$ cat src/rtl/mcs_pkg.sv
package mcs_pkg;
  typedef enum logic [1:0] {
    ST_IDLE = 2'd0,
    ST_CONV = 2'd1,
    ST_OVL  = 2'd2
  } seq_st_e;
endpackage

$ cat src/rtl/mcs_sync.sv
module mcs_sync #(
  parameter int W       = 2,
  parameter int STAGES  = 2,
  parameter logic RST_V = 1'b1
) (
  input  logic         clk,
  input  logic         rst,
  input  logic [W-1:0] d,
  output logic [W-1:0] q
);
  generate
    if (STAGES <= 1) begin : g_one
      logic [W-1:0] s_q;
      always_ff @(posedge clk) begin
        if (rst) s_q <= {W{RST_V}};
        else     s_q <= d;
      end
      assign q = s_q;
    end else begin : g_chain
      logic [STAGES-1:0][W-1:0] s_q;
      always_ff @(posedge clk) begin
        if (rst) s_q <= {(STAGES*W){RST_V}};
        else     s_q <= {s_q[STAGES-2:0], d};
      end
      assign q = s_q[STAGES-1];
    end
  endgenerate
endmodule

$ cat src/rtl/mcs_ctrl.sv
module mcs_ctrl
  import mcs_pkg::*;
#(
  parameter int NUM_CH    = 10,
  parameter int DATA_W    = 8,
  parameter int GRP0_SIZE = 6,
  parameter int TIMEOUT   = 200,
  parameter int CAP_DLY   = 30,
  parameter int CLEAR_DL  = 750,
  localparam int CH_W     = (NUM_CH > 1) ? $clog2(NUM_CH) : 1
) (
  input  logic              clk,
  input  logic              rst,
  input  logic              enable,
  input  logic [1:0]        grp_s,
  input  logic [DATA_W-1:0] bus_data,
  output logic [NUM_CH-1:0] sel_n,
  output logic              res_stb,
  output logic [CH_W-1:0]   res_ch,
  output logic [DATA_W-1:0] res_data,
  output logic              res_err
);
  localparam int CNT_W = $clog2(TIMEOUT + 1);
  localparam int OC_W  = $clog2(CAP_DLY + 2);
  localparam logic [CH_W-1:0]  LAST_CH  = CH_W'(NUM_CH - 1);
  localparam logic [CH_W-1:0]  G0_END   = CH_W'(GRP0_SIZE);
  localparam logic [CNT_W-1:0] TMO_LAST = CNT_W'(TIMEOUT - 1);
  localparam logic [CNT_W-1:0] CNT_OVL  = CNT_W'(CAP_DLY + 1);
  localparam logic [OC_W-1:0]  CAP_LAST = OC_W'(CAP_DLY);

  seq_st_e           state_q;
  logic [CH_W-1:0]   cur_q, ptr_q;
  logic              go_q, armed_q;
  logic [CNT_W-1:0]  cnt_q;
  logic [OC_W-1:0]   oc_q;
  logic [NUM_CH-1:0] sel_n_q;

  logic [CH_W-1:0] nxt_ch;
  logic            stat, done_w, tmo_w;

  always_comb begin
    nxt_ch = (cur_q == LAST_CH) ? '0 : cur_q + 1'b1;
    stat   = (cur_q >= G0_END) ? grp_s[1] : grp_s[0];
    done_w = armed_q && !stat;
    tmo_w  = (cnt_q == TMO_LAST);
  end

  always_ff @(posedge clk) begin
    if (rst) begin
      state_q  <= ST_IDLE;
      cur_q    <= '0;
      ptr_q    <= '0;
      go_q     <= 1'b0;
      armed_q  <= 1'b0;
      cnt_q    <= '0;
      oc_q     <= '0;
      sel_n_q  <= '1;
      res_stb  <= 1'b0;
      res_ch   <= '0;
      res_data <= '0;
      res_err  <= 1'b0;
    end else begin
      res_stb <= 1'b0;
      case (state_q)
        ST_IDLE: begin
          if (enable) begin
            cur_q          <= ptr_q;
            sel_n_q[ptr_q] <= 1'b0;
            cnt_q          <= '0;
            armed_q        <= 1'b0;
            state_q        <= ST_CONV;
          end
        end
        ST_CONV: begin
          cnt_q <= cnt_q + 1'b1;
          if (stat) armed_q <= 1'b1;
          if (done_w) begin
            state_q <= ST_OVL;
            oc_q    <= '0;
            go_q    <= enable;
            if (enable) sel_n_q[nxt_ch] <= 1'b0;
          end else if (tmo_w) begin
            res_stb        <= 1'b1;
            res_ch         <= cur_q;
            res_data       <= '0;
            res_err        <= 1'b1;
            sel_n_q[cur_q] <= 1'b1;
            armed_q        <= 1'b0;
            cnt_q          <= '0;
            ptr_q          <= nxt_ch;
            if (enable) begin
              sel_n_q[nxt_ch] <= 1'b0;
              cur_q           <= nxt_ch;
            end else begin
              state_q <= ST_IDLE;
            end
          end
        end
        ST_OVL: begin
          oc_q <= oc_q + 1'b1;
          if (oc_q == CAP_LAST) begin
            res_stb        <= 1'b1;
            res_ch         <= cur_q;
            res_data       <= bus_data;
            res_err        <= 1'b0;
            sel_n_q[cur_q] <= 1'b1;
            armed_q        <= 1'b0;
            ptr_q          <= nxt_ch;
            if (go_q) begin
              cur_q   <= nxt_ch;
              cnt_q   <= CNT_OVL;
              state_q <= ST_CONV;
            end else begin
              state_q <= ST_IDLE;
            end
          end
        end
        default: state_q <= ST_IDLE;
      endcase
    end
  end

  assign sel_n = sel_n_q;

  // Checker state: overlap run length and last reported channel
  logic [$clog2(CLEAR_DL + 2)-1:0] ovl_run_q;
  logic [CH_W-1:0] last_ch_q;
  logic            seen_q;
  always_ff @(posedge clk) begin
    if (rst) begin
      ovl_run_q <= '0;
      last_ch_q <= '0;
      seen_q    <= 1'b0;
    end else begin
      if ($countones(~sel_n_q) == 2) ovl_run_q <= ovl_run_q + 1'b1;
      else                           ovl_run_q <= '0;
      if (res_stb) begin
        last_ch_q <= res_ch;
        seen_q    <= 1'b1;
      end
    end
  end

  p_two_low_max_r2: assert property (@(posedge clk) disable iff (rst)
    $countones(~sel_n_q) <= 2);

  p_conv_single_r2: assert property (@(posedge clk) disable iff (rst)
    (state_q == ST_CONV) |-> ($countones(~sel_n_q) == 1));

  p_clear_deadline_r4: assert property (@(posedge clk) disable iff (rst)
    ovl_run_q < CLEAR_DL);

  p_rr_order_r3: assert property (@(posedge clk) disable iff (rst)
    (res_stb && seen_q) |-> (res_ch == ((last_ch_q == LAST_CH) ? '0 : last_ch_q + 1'b1)));

  p_idle_blank_r8: assert property (@(posedge clk) disable iff (rst)
    (state_q == ST_IDLE) |-> (&sel_n_q));

  p_err_zero_r7: assert property (@(posedge clk) disable iff (rst)
    (res_stb && res_err) |-> (res_data == '0));
endmodule

$ cat src/rtl/mcs_regfile.sv
module mcs_regfile #(
  parameter int NUM_CH = 10,
  parameter int DATA_W = 8,
  localparam int CH_W  = (NUM_CH > 1) ? $clog2(NUM_CH) : 1
) (
  input  logic              clk,
  input  logic              rst,
  input  logic              wr_en,
  input  logic [CH_W-1:0]   wr_ch,
  input  logic [DATA_W-1:0] wr_data,
  input  logic              wr_err,
  input  logic [CH_W-1:0]   rd_ch,
  output logic [DATA_W-1:0] rd_data,
  output logic              rd_valid,
  output logic              rd_err
);
  logic [DATA_W-1:0] mem [NUM_CH];
  logic [NUM_CH-1:0] vld_q, err_q;

  // Data array without reset so it can map onto RAM
  always_ff @(posedge clk) begin
    if (wr_en) mem[wr_ch] <= wr_data;
    rd_data <= mem[rd_ch];
  end

  always_ff @(posedge clk) begin
    if (rst) begin
      vld_q    <= '0;
      err_q    <= '0;
      rd_valid <= 1'b0;
      rd_err   <= 1'b0;
    end else begin
      if (wr_en) begin
        vld_q[wr_ch] <= !wr_err;
        err_q[wr_ch] <= wr_err;
      end
      rd_valid <= vld_q[rd_ch];
      rd_err   <= err_q[rd_ch];
    end
  end

  p_flag_update_r9: assert property (@(posedge clk) disable iff (rst)
    wr_en |=> (vld_q[$past(wr_ch)] == !$past(wr_err)));
endmodule

$ cat src/rtl/mcs_seq.sv
module mcs_seq #(
  parameter int NUM_CH      = 10,
  parameter int DATA_W      = 8,
  parameter int GRP0_SIZE   = 6,
  parameter int SYNC_STAGES = 2,
  parameter int TIMEOUT     = 200,
  parameter int CAP_DLY     = 30,
  parameter int CLEAR_DL    = 750,
  localparam int CH_W       = (NUM_CH > 1) ? $clog2(NUM_CH) : 1
) (
  input  logic              clk,
  input  logic              rst,
  input  logic              enable,
  input  logic [1:0]        grp_rdy_n,
  input  logic [DATA_W-1:0] bus_data,
  output logic [NUM_CH-1:0] sel_n,
  output logic              res_stb,
  output logic [CH_W-1:0]   res_ch,
  output logic [DATA_W-1:0] res_data,
  output logic              res_err,
  input  logic [CH_W-1:0]   rd_ch,
  output logic [DATA_W-1:0] rd_data,
  output logic              rd_valid,
  output logic              rd_err
);
  logic [1:0] grp_s;

  mcs_sync #(.W(2), .STAGES(SYNC_STAGES), .RST_V(1'b1)) u_sync (
    .clk(clk), .rst(rst), .d(grp_rdy_n), .q(grp_s)
  );

  mcs_ctrl #(
    .NUM_CH(NUM_CH), .DATA_W(DATA_W), .GRP0_SIZE(GRP0_SIZE),
    .TIMEOUT(TIMEOUT), .CAP_DLY(CAP_DLY), .CLEAR_DL(CLEAR_DL)
  ) u_ctrl (
    .clk(clk), .rst(rst), .enable(enable), .grp_s(grp_s),
    .bus_data(bus_data), .sel_n(sel_n), .res_stb(res_stb),
    .res_ch(res_ch), .res_data(res_data), .res_err(res_err)
  );

  mcs_regfile #(.NUM_CH(NUM_CH), .DATA_W(DATA_W)) u_rf (
    .clk(clk), .rst(rst), .wr_en(res_stb), .wr_ch(res_ch),
    .wr_data(res_data), .wr_err(res_err), .rd_ch(rd_ch),
    .rd_data(rd_data), .rd_valid(rd_valid), .rd_err(rd_err)
  );
endmodule

$ cat config.mk
export PLATFORM = sky130hd
export DESIGN_NAME = mcs_seq
export DESIGN_NICKNAME = d
export VERILOG_FILES = /design/src/rtl/mcs_pkg.sv /design/src/rtl/mcs_sync.sv /design/src/rtl/mcs_ctrl.sv /design/src/rtl/mcs_regfile.sv /design/src/rtl/mcs_seq.sv
export SDC_FILE = /design/constraint.sdc
export NUM_CORES = 1
export LEC_CHECK = 0
export ABC_CLOCK_PERIOD_IN_PS = 5910
export CAP_MARGIN = 5
export CORE_MARGIN = 5
export CORE_UTILIZATION = 63
export DETAILED_ROUTE_END_ITERATION = 16
export GPL_ROUTABILITY_DRIVEN = 0
export PLACE_DENSITY = 0.86
export SETUP_SLACK_MARGIN = 0.3
export SKIP_CTS_REPAIR_TIMING = 1
export SYNTH_ARGS = -nofsm -noshare
export SYNTH_HDL_FRONTEND = slang
export SYNTH_SLANG_ARGS = --single-unit
export TNS_END_PERCENT = 10
$ cat constraint.sdc
create_clock -name clk -period 5.91 [get_ports clk]
set_input_delay 1.182 -clock clk [delete_from_list [all_inputs] [get_ports clk]]
set_output_delay 1.182 -clock clk [all_outputs]
set_load 0.03 [all_outputs]
==> flow_summary.json, run 1 <==
{
  "status": "finished, final reports clean",
  "antennaDiodeCount": 0,
  "fp.dieH_um": 115,
  "synth-async-reset-ratio_pct": 0,
  "synthDistinctLibCells": 57,
  "slew_headroom_pct": 28.7,
  "multi_input_comb_area_sq_um": 2710,
  "syn-num-nets": 638,
  "clockBufferDepth": 2,
  "grt_antenna_before_repair": 0,
  "max-cap-violations": 0,
  "synth_edf_count": 80,
  "setup_viol": 0,
  "crit_arrival_ns": 2.05,
  "fin_ws_ns": 2.68,
  "grt_pass1_wl_um": 27400,
  "grt_max_degree": 74,
  "drt-total-wl_um": 16700,
  "grt_setup_unrepaired": "no",
  "grt_pass1_vias": 5156,
  "fin_tns_setup_ns": 0,
  "drtAntennaViolNets": 0,
  "synth_ff_type": "dfxtp_1",
  "io_buffers": 50,
  "crit_type": "reg -> out",
  "final_util_pct": 74.6,
  "timing.fmax_mhz": 310,
  "clock-root-buffer": "clkbuf_8",
  "cp_slowest_stage_delay_ns": 0.79,
  "hold_path_class": "reg -> reg",
  "critPathCaptureType": "primary output",
  "die-width_um": 115,
  "crit_fanout": 16,
  "area_growth_pct": 16.0,
  "crit_slowest_cell": "clkdlybuf4s50_1",
  "pre_cts_ws_ns": 2.50,
  "total_power_w": 0.00268,
  "coreArea_sq_um": 10900,
  "layout-drive-gt1-share_pct": 10.6,
  "ir_drop_v": 0.000204,
  "skew_ns": 0.00687,
  "numCtsBuffers": 17,
  "vias": 5134,
  "finalMaxSlewViolations": 0,
  "syn_avg_cell_area_sq_um": 11.4,
  "path_cells": "clkdlybuf4s50_1",
  "num_rows": 38,
  "clkTransAtPathRegs_ns": 0.07,
  "cts_tree": "yes",
  "seq_area_frac_synth_pct": 58.0,
  "drtIter0Drc": 587,
  "hold_violations": 0,
  "wl_per_cell_um": 20.8,
  "worstMarginPinSlew_ns": 1.07,
  "power_density_nw_per_um2": 330,
  "synthCells": 614,
  "initial_utilization_pct": 64.3,
  "drc": 0,
  "required_ns": 4.73,
  "critical-path-top-delay-family": "buffers and inverters",
  "globalRouteOverflowTotal": 0,
  "io_pins": 51,
  "min_period_ns": 3.23,
  "crit_buf_inv": 1,
  "yosysWarnings": 0,
  "place_hpwl_um": 10100,
  "htreeDepth": 4,
  "num-fill-cells": 719,
  "clkLatencyLatePin_ns": 0.54,
  "p_leak_nw": 2.77,
  "cp-start-kind": "flip-flop",
  "regArea_sq_um": 4060,
  "via_per_inst": 6.41,
  "ys_ff_latch": 163,
  "cts_sinks": 163,
  "hold_ws_ns": 0.419,
  "drt-pass1-iter-count": 6,
  "fin_nets": 672,
  "fin_crit_sh_pct": 54.6,
  "groute.usage.overall_pct": 27.1,
  "synthesis.area_sq_um": 7000,
  "die_area_sq_um": 13300
}
## registers in the layout (all words and copies together) (netlist names)
name,flops
u_rf.err_q,10
u_ctrl.state_q,2
u_rf.mem,80
u_sync.g_chain.s_q,2
u_ctrl.res_err,1
u_ctrl.res_ch,4
u_ctrl.cnt_q,8
u_ctrl.res_data,8
u_ctrl.oc_q,5
u_sync.q,2
u_ctrl.cur_q,4
u_ctrl.armed_q,1
u_ctrl.res_stb,1
u_ctrl.sel_n,10
u_ctrl.ptr_q,4
u_ctrl.go_q,1
u_rf.rd_data,8
u_rf.rd_valid,1
u_rf.rd_err,1
u_rf.vld_q,10
## stage by stage
step,instances,area (sq um)
6_report,801,8120
3_3_place_gp,769,7530
5_1_grt,801,8120
2_1_floorplan,614,7000
4_1_cts,801,8120
3_5_place_dp,769,7530
## cells by family after synthesis
kind of cell             synth area share, %
XOR/XNOR                               0.626
multiplexers                            10.3
AO/OA/AOI/OAI                           12.8
adder cells (fa/ha/maj)                 1.25
buffers and inverters                   3.20
AND/OR/NAND/NOR                         13.8
flip-flops                              58.0
## routing by layer
layer | up-vias | part of all wire [%] | global-route usage (%)
met4 | 0 | 3.7 | 13.5
met1 | 2449 | 36 | 32.3
met5 | - | 0 | 0
li1 | 2332 | - | -
met3 | 54 | 7.2 | 4.49
met2 | 299 | 53 | 47.5
## cell usage in the layout (no fill, tap or decap), types with 11 or more instances in the layout
master and count:
nor3_1 13, nor2b_1 14, edfxtp_1 80, dfxtp_1 83, inv_1 18, a211oi_1 11
a21oi_1 46, mux4_2 20, nor2_1 76, nand2_1 42, o21ai_0 22, nand3_1 13
mux2i_1 27, clkbuf_16 16, clkdlybuf4s50_1 48
## path summary, 6_finish.rpt
path / slack (ns) / cells after the start / to / from
hold reg to reg: 0.42 / 1 / u_sync.q[0]$_SDFF_PP1_ / u_sync.g_chain.s_q[0]$_SDFF_PP1_
setup reg to reg: 2.93 / 6 / u_ctrl.res_data[5]$_SDFFE_PP0P_ / u_ctrl.cur_q[1]$_SDFFE_PP0P_
setup / recovery: 2.68 / 1 / res_err / u_ctrl.res_err$_SDFFE_PP0P_
hold / removal: 0.42 / 1 / u_sync.q[0]$_SDFF_PP1_ / u_sync.g_chain.s_q[0]$_SDFF_PP1_
## power breakdown
part	switching, W	internal (W)
registers	0.0000500	0.00121
logic	0.000203	0.000131
clock network	0.000476	0.000614
total	0.000728	0.00195
## cell type report
class	instances	share of cell area (%)
clock buffers	17	5.10
clock inverters	15	2.19
inverters	19	0.878
multi-input cells	395	33.4
flip-flops and latches	163	50.0
well taps	140	2.16
repair buffers	52	6.22
## synth_stat cells, types with 4 or more instances
library cell  instances  area [sq um]
dfxtp_1              83          1660
edfxtp_1             80          2400
nor2_1               76           285
a21oi_1              46           230
nand2_1              42           158
clkbuf_1             29           109
mux2i_1              27           270
o21ai_0              22           110
mux4_2               20           450
inv_1                18          67.6
nor2b_1              14          87.6
nand3_1              13          65.1
nor3_1               13          65.1
a211oi_1             11          82.6
or3_1                 9          56.3
a22o_1                8          70.1
ha_1                  7          87.6
a31oi_1               6          37.5
nand2b_1              6          37.5
and2_1                5          31.3
buf_2                 5          25.0
nand4_1               5          31.3
o221ai_1              5          43.8
and3_1                4          25.0
o21a_1                4          30.0
or2_2                 4          25.0
(Power assumes the default switching activity.)
==> run 2, diff against run 1 <==
- ABC_CLOCK_PERIOD_IN_PS: 5910 -> 3300
- CORE_UTILIZATION: 63 -> 58
- PLACE_DENSITY: 0.86 -> 0.8
- clock period: 5.91 -> 3.3 ns (I/O delays scaled with it)
==> flow_summary.json, run 2 (synthesis results as in run 1) <==
{
  "status": "finished, final reports clean",
  "hold_path_class": "reg -> reg",
  "antennaDiodeCount": 0,
  "htreeDepth": 4,
  "fin_crit_sh_pct": 81.2,
  "initial_utilization_pct": 58.8,
  "largest_reg_flops": 80,
  "crit_start": "u_ctrl.cur_q[1]$_SDFFE_PP0P_",
  "ir_drop_v": 0.000375,
  "dp_cells": 783,
  "use_met1_pct": 27.3,
  "via_per_inst": 6.17,
  "comb_power_share_pct": 12.2,
  "clkLatencyLatePin_ns": 0.43,
  "cts_tree": "yes",
  "finalMaxSlewViolations": 0,
  "r2r_start": "u_ctrl.cur_q[1]$_SDFFE_PP0P_",
  "fin_tns_setup_ns": 0,
  "clockPowerShare_pct": 42.9,
  "io_buffers": 50,
  "final_cell_mix": "83 x dfxtp_1, 80 x edfxtp_1, 76 x nor2_1",
  "fp.dieH_um": 120,
  "num-fill-cells": 856,
  "layout-drive-gt1-share_pct": 11.1,
  "power_density_nw_per_um2": 606,
  "critPathCaptureType": "flip-flop",
  "area_growth_pct": 17.6,
  "clockBufferDepth": 2,
  "crit_type": "reg -> reg",
  "pre_cts_ws_ns": 0.391,
  "setup_viol": 0,
  "die_area_sq_um": 14400,
  "vias": 5031,
  "timing.fmax_mhz": 373,
  "grt_setup_unrepaired": "no",
  "fin_cells": 815,
  "min_period_ns": 2.68,
  "grt_use_met2_pct": 39.0,
  "p_leak_nw": 2.82,
  "io_pins": 51,
  "grt_pass1_wl_um": 25400,
  "gr-usage-met3_pct": 6.03,
  "layout_commonest_cell": "dfxtp_1",
  "grt_max_degree": 43,
  "wl_per_cell_um": 18.9,
  "grt_pass1_vias": 4975,
  "skew_ns": 0.0113,
  "busiest_layer": "met2",
  "coreArea_sq_um": 11900,
  "clock-root-buffer": "clkbuf_16",
  "multi_input_comb_area_sq_um": 2710,
  "drt-total-wl_um": 15400,
  "slew_headroom_pct": 28.1,
  "globalRouteOverflowTotal": 0,
  "drc": 0,
  "regArea_sq_um": 4060,
  "crit_arrival_ns": 3.05,
  "required_ns": 3.67,
  "internal_power_w": 0.00374,
  "fin_nets": 679,
  "p_switching_w": 0.00124,
  "die-width_um": 120,
  "switching_share_pct": 24.9,
  "drtAntennaViolNets": 0,
  "worstMarginPinSlew_ns": 1.07,
  "crit_fanout": 16,
  "hold_violations": 0,
  "cts_sinks": 163,
  "place_hpwl_um": 10000,
  "worstHoldStart": "u_sync.g_chain.s_q[1]$_SDFF_PP1_",
  "fin_ws_ns": 0.621,
  "drtIter0Drc": 434,
  "seqPwrFrac_pct": 44.9,
  "grt_antenna_before_repair": 0,
  "numCtsBuffers": 17,
  "clkTransAtPathRegs_ns": 0.06,
  "largest-register": "u_rf.mem",
  "max-cap-violations": 0,
  "cp-start-kind": "flip-flop",
  "num_rows": 40,
  "drt-pass1-iter-count": 5,
  "groute.usage.overall_pct": 22.6
}
-- run 2: cell count changes in the layout (fill, tap and decap cells not counted), sizes merged --
cell,delta
buf,+7
clkinv,-4
bufinv,+3
inv,-3
clkbuf,+2
clkinvlp,+2
-- run 2: final timing paths --
kind	end	slack (ns)	cells past startpoint
setup / recovery	u_ctrl.res_data[0]$_SDFFE_PP0P_	0.62	7
hold / removal	u_sync.q[1]$_SDFF_PP1_	0.41	1
setup reg to reg	u_ctrl.res_data[0]$_SDFFE_PP0P_	0.62	7
hold reg to reg	u_sync.q[1]$_SDFF_PP1_	0.41	1
-- run 2: area by class of cell --
type	count	area share, %
repair buffers	59	6.78
clock inverters	13	2.52
well taps	147	2.23
clock buffers	19	5.26
flip-flops and latches	163	49.4
inverters	19	0.866
multi-input cells	395	33.0
-- run 2: per-stage QoR --
step,hold WS [ns],utilization [%],cell area [sq um],power [W]
2_1_floorplan,0.389,-,7000,0.00269
3_3_place_gp,0.399,63.7,7590,0.00286
3_5_place_dp,0.402,63.7,7590,0.00288
4_1_cts,0.417,69.1,8230,0.00500
5_1_grt,0.427,69.1,8230,0.00517
6_report,0.413,69.1,8230,0.00499
-- run 2: worst max-delay path: stages, from the launching register on --
cell and delay, ns:
dfxtp_1 0.63, and2_1 0.25, o221a_1 0.45, o21ai_4 0.18
and3_1 0.24, buf_4 0.18, nor2_1 0.44, a22o_1 0.25
-- run 2: routing by layer --
metal	wire, um	share of wire (%)
met3	1010	6.6
met5	0	0
met4	339	2.2
met2	8020	52
met1	6010	39
-- run 2: power by group through the flow --
stage | Clock, W | Sequential, W | Combinational, W
2_1_floorplan | 0 | 0.00231 | 0.000383
3_3_place_gp | 0 | 0.00227 | 0.000586
3_5_place_dp | 0 | 0.00228 | 0.000597
4_1_cts | 0.00216 | 0.00224 | 0.000605
5_1_grt | 0.00226 | 0.00225 | 0.000663
6_report | 0.00214 | 0.00224 | 0.000609
==> run 3, diff against run 2 <==
- ABC_CLOCK_PERIOD_IN_PS: 3300 -> 2200
- CORE_UTILIZATION: 58 -> 53
- PLACE_DENSITY: 0.8 -> 0.77
- clock period: 3.3 -> 2.2 ns (I/O delays scaled with it)
==> flow_summary.json, run 3 (synthesis results as in run 1) <==
{
  "setup_viol": 0,
  "fin_tns_setup_ns": 0,
  "timing.fmax_mhz": 488,
  "fp.dieH_um": 125,
  "htreeDepth": 4,
  "min_path_cells": 1,
  "clkTransAtPathRegs_ns": 0.06,
  "crit_fanout": 12,
  "io_pins": 51,
  "layout_commonest_cell": "edfxtp_1",
  "drt-pass1-iter-count": 5,
  "place_area_sq_um": 7970,
  "worstMarginPinSlew_ns": 0.639,
  "grt_pass1_wl_um": 25500,
  "fin_nets": 717,
  "finish.instance_area_sq_um": 8840,
  "place_hpwl_um": 10500,
  "wl_per_cell_um": 18.1,
  "layout-drive-gt1-share_pct": 21.1,
  "groute.usage.overall_pct": 20.4,
  "crit_slowest_cell": "clkdlybuf4s50_1",
  "slew_headroom_pct": 57.4,
  "grt_antenna_before_repair": 0,
  "critical-path-top-delay-family": "buffers and inverters",
  "clock-root-buffer": "clkbuf_16",
  "ir_drop_v": 0.000492,
  "required_ns": 1.76,
  "crit_type": "reg -> out",
  "path_cells": "clkdlybuf4s50_1",
  "cp_slowest_stage_delay_ns": 0.71,
  "drt-total-wl_um": 15900,
  "power_density_nw_per_um2": 855,
  "critPathCaptureType": "primary output",
  "grt_max_degree": 45,
  "largest_reg_flops": 80,
  "via_per_inst": 5.82,
  "largest-register": "u_rf.mem",
  "skew_ns": 0.00809,
  "drtAntennaViolNets": 0,
  "grt_setup_unrepaired": "yes",
  "cts_sinks": 163,
  "min_period_ns": 2.05,
  "ff2ff_path_depth": 7,
  "area_growth_pct": 26.3,
  "cts_tree": "yes",
  "coreArea_sq_um": 13100,
  "globalRouteOverflowTotal": 0,
  "die-width_um": 125,
  "hold_violations": 0,
  "fin_crit_sh_pct": 93.2,
  "io_buffers": 50,
  "p_leak_nw": 3.32,
  "initial_utilization_pct": 53.5,
  "drtIter0Drc": 369,
  "num_rows": 42,
  "max-cap-violations": 0,
  "status": "finished, final reports clean",
  "final_util_pct": 67.6,
  "numCtsBuffers": 17,
  "vias": 5132,
  "antennaDiodeCount": 0,
  "cp-start-kind": "flip-flop",
  "final_cell_mix": "80 x edfxtp_1, 75 x dfxtp_1, 72 x nor2_1",
  "crit_arrival_ns": 1.61,
  "clockBufferDepth": 2,
  "drc": 0,
  "grt_pass1_vias": 5109,
  "hold_path_class": "reg -> reg",
  "crit_cells": 1,
  "die_area_sq_um": 15600,
  "finalMaxSlewViolations": 0,
  "hold_ws_ns": 0.409,
  "crit_buf_inv": 1,
  "clkLatencyLatePin_ns": 0.44
}
## run 3: cell types whose count changed in the layout (fill, tap and decap cells not counted), moves of 6 or more
cell,change
o21ai_0,-9
dfxtp_2,+6
buf_6,+6
dlymetal6s2s_1,+23
clkdlybuf4s50_1,-23
buf_4,+28
dfxtp_1,-8
o21ai_1,+8
## run 3: path summary, 6_finish.rpt
path	to	slack [ns]	from
worst max-delay path	res_data[2]	0.15	u_ctrl.res_data[2]$_SDFFE_PP0P_
worst min-delay path	u_sync.q[0]$_SDFF_PP1_	0.41	u_sync.g_chain.s_q[0]$_SDFF_PP1_
worst max register to register	u_ctrl.sel_n[8]$_SDFFE_PP1P_	0.17	u_ctrl.cnt_q[1]$_SDFFE_PP0P_
worst min register to register	u_sync.q[0]$_SDFF_PP1_	0.41	u_sync.g_chain.s_q[0]$_SDFF_PP1_
## run 3: per-layer routing
| layer | vias to the layer above | track usage, % | part of all wire, % |
|---|---|---|---|
| li1 | 2424 | - | - |
| met1 | 2495 | 23.2 | 39 |
| met2 | 171 | 36.7 | 53 |
| met3 | 42 | 5.97 | 5.4 |
| met4 | 0 | 7.33 | 2.2 |
| met5 | - | 0 | 0 |
## run 3: power breakdown
part           internal [W]  switching [W]  total [W]
Sequential          0.00324      0.0000998    0.00334
Clock               0.00182        0.00126    0.00308
Combinational      0.000499       0.000639    0.00114
Total               0.00555        0.00200    0.00756
## run 3: cell type report
type	count	area (sq um)
timing repair buffer	97	973
clock buffer	17	425
tap	176	220
clock inverter	15	193
multi-input combinational	395	2880
fill	902	4240
sequential	163	4080
inverter	19	71.3
## run 3: through the flow
stage                     cells  setup slack, ns  power [W]
after floorplan             614           0.0699    0.00405
after global placement      847           0.0789    0.00441
after detailed placement    847          -0.0112    0.00443
after CTS                   879          -0.0649    0.00750
after global routing        882           0.0656    0.00786
final                       882            0.150    0.00756
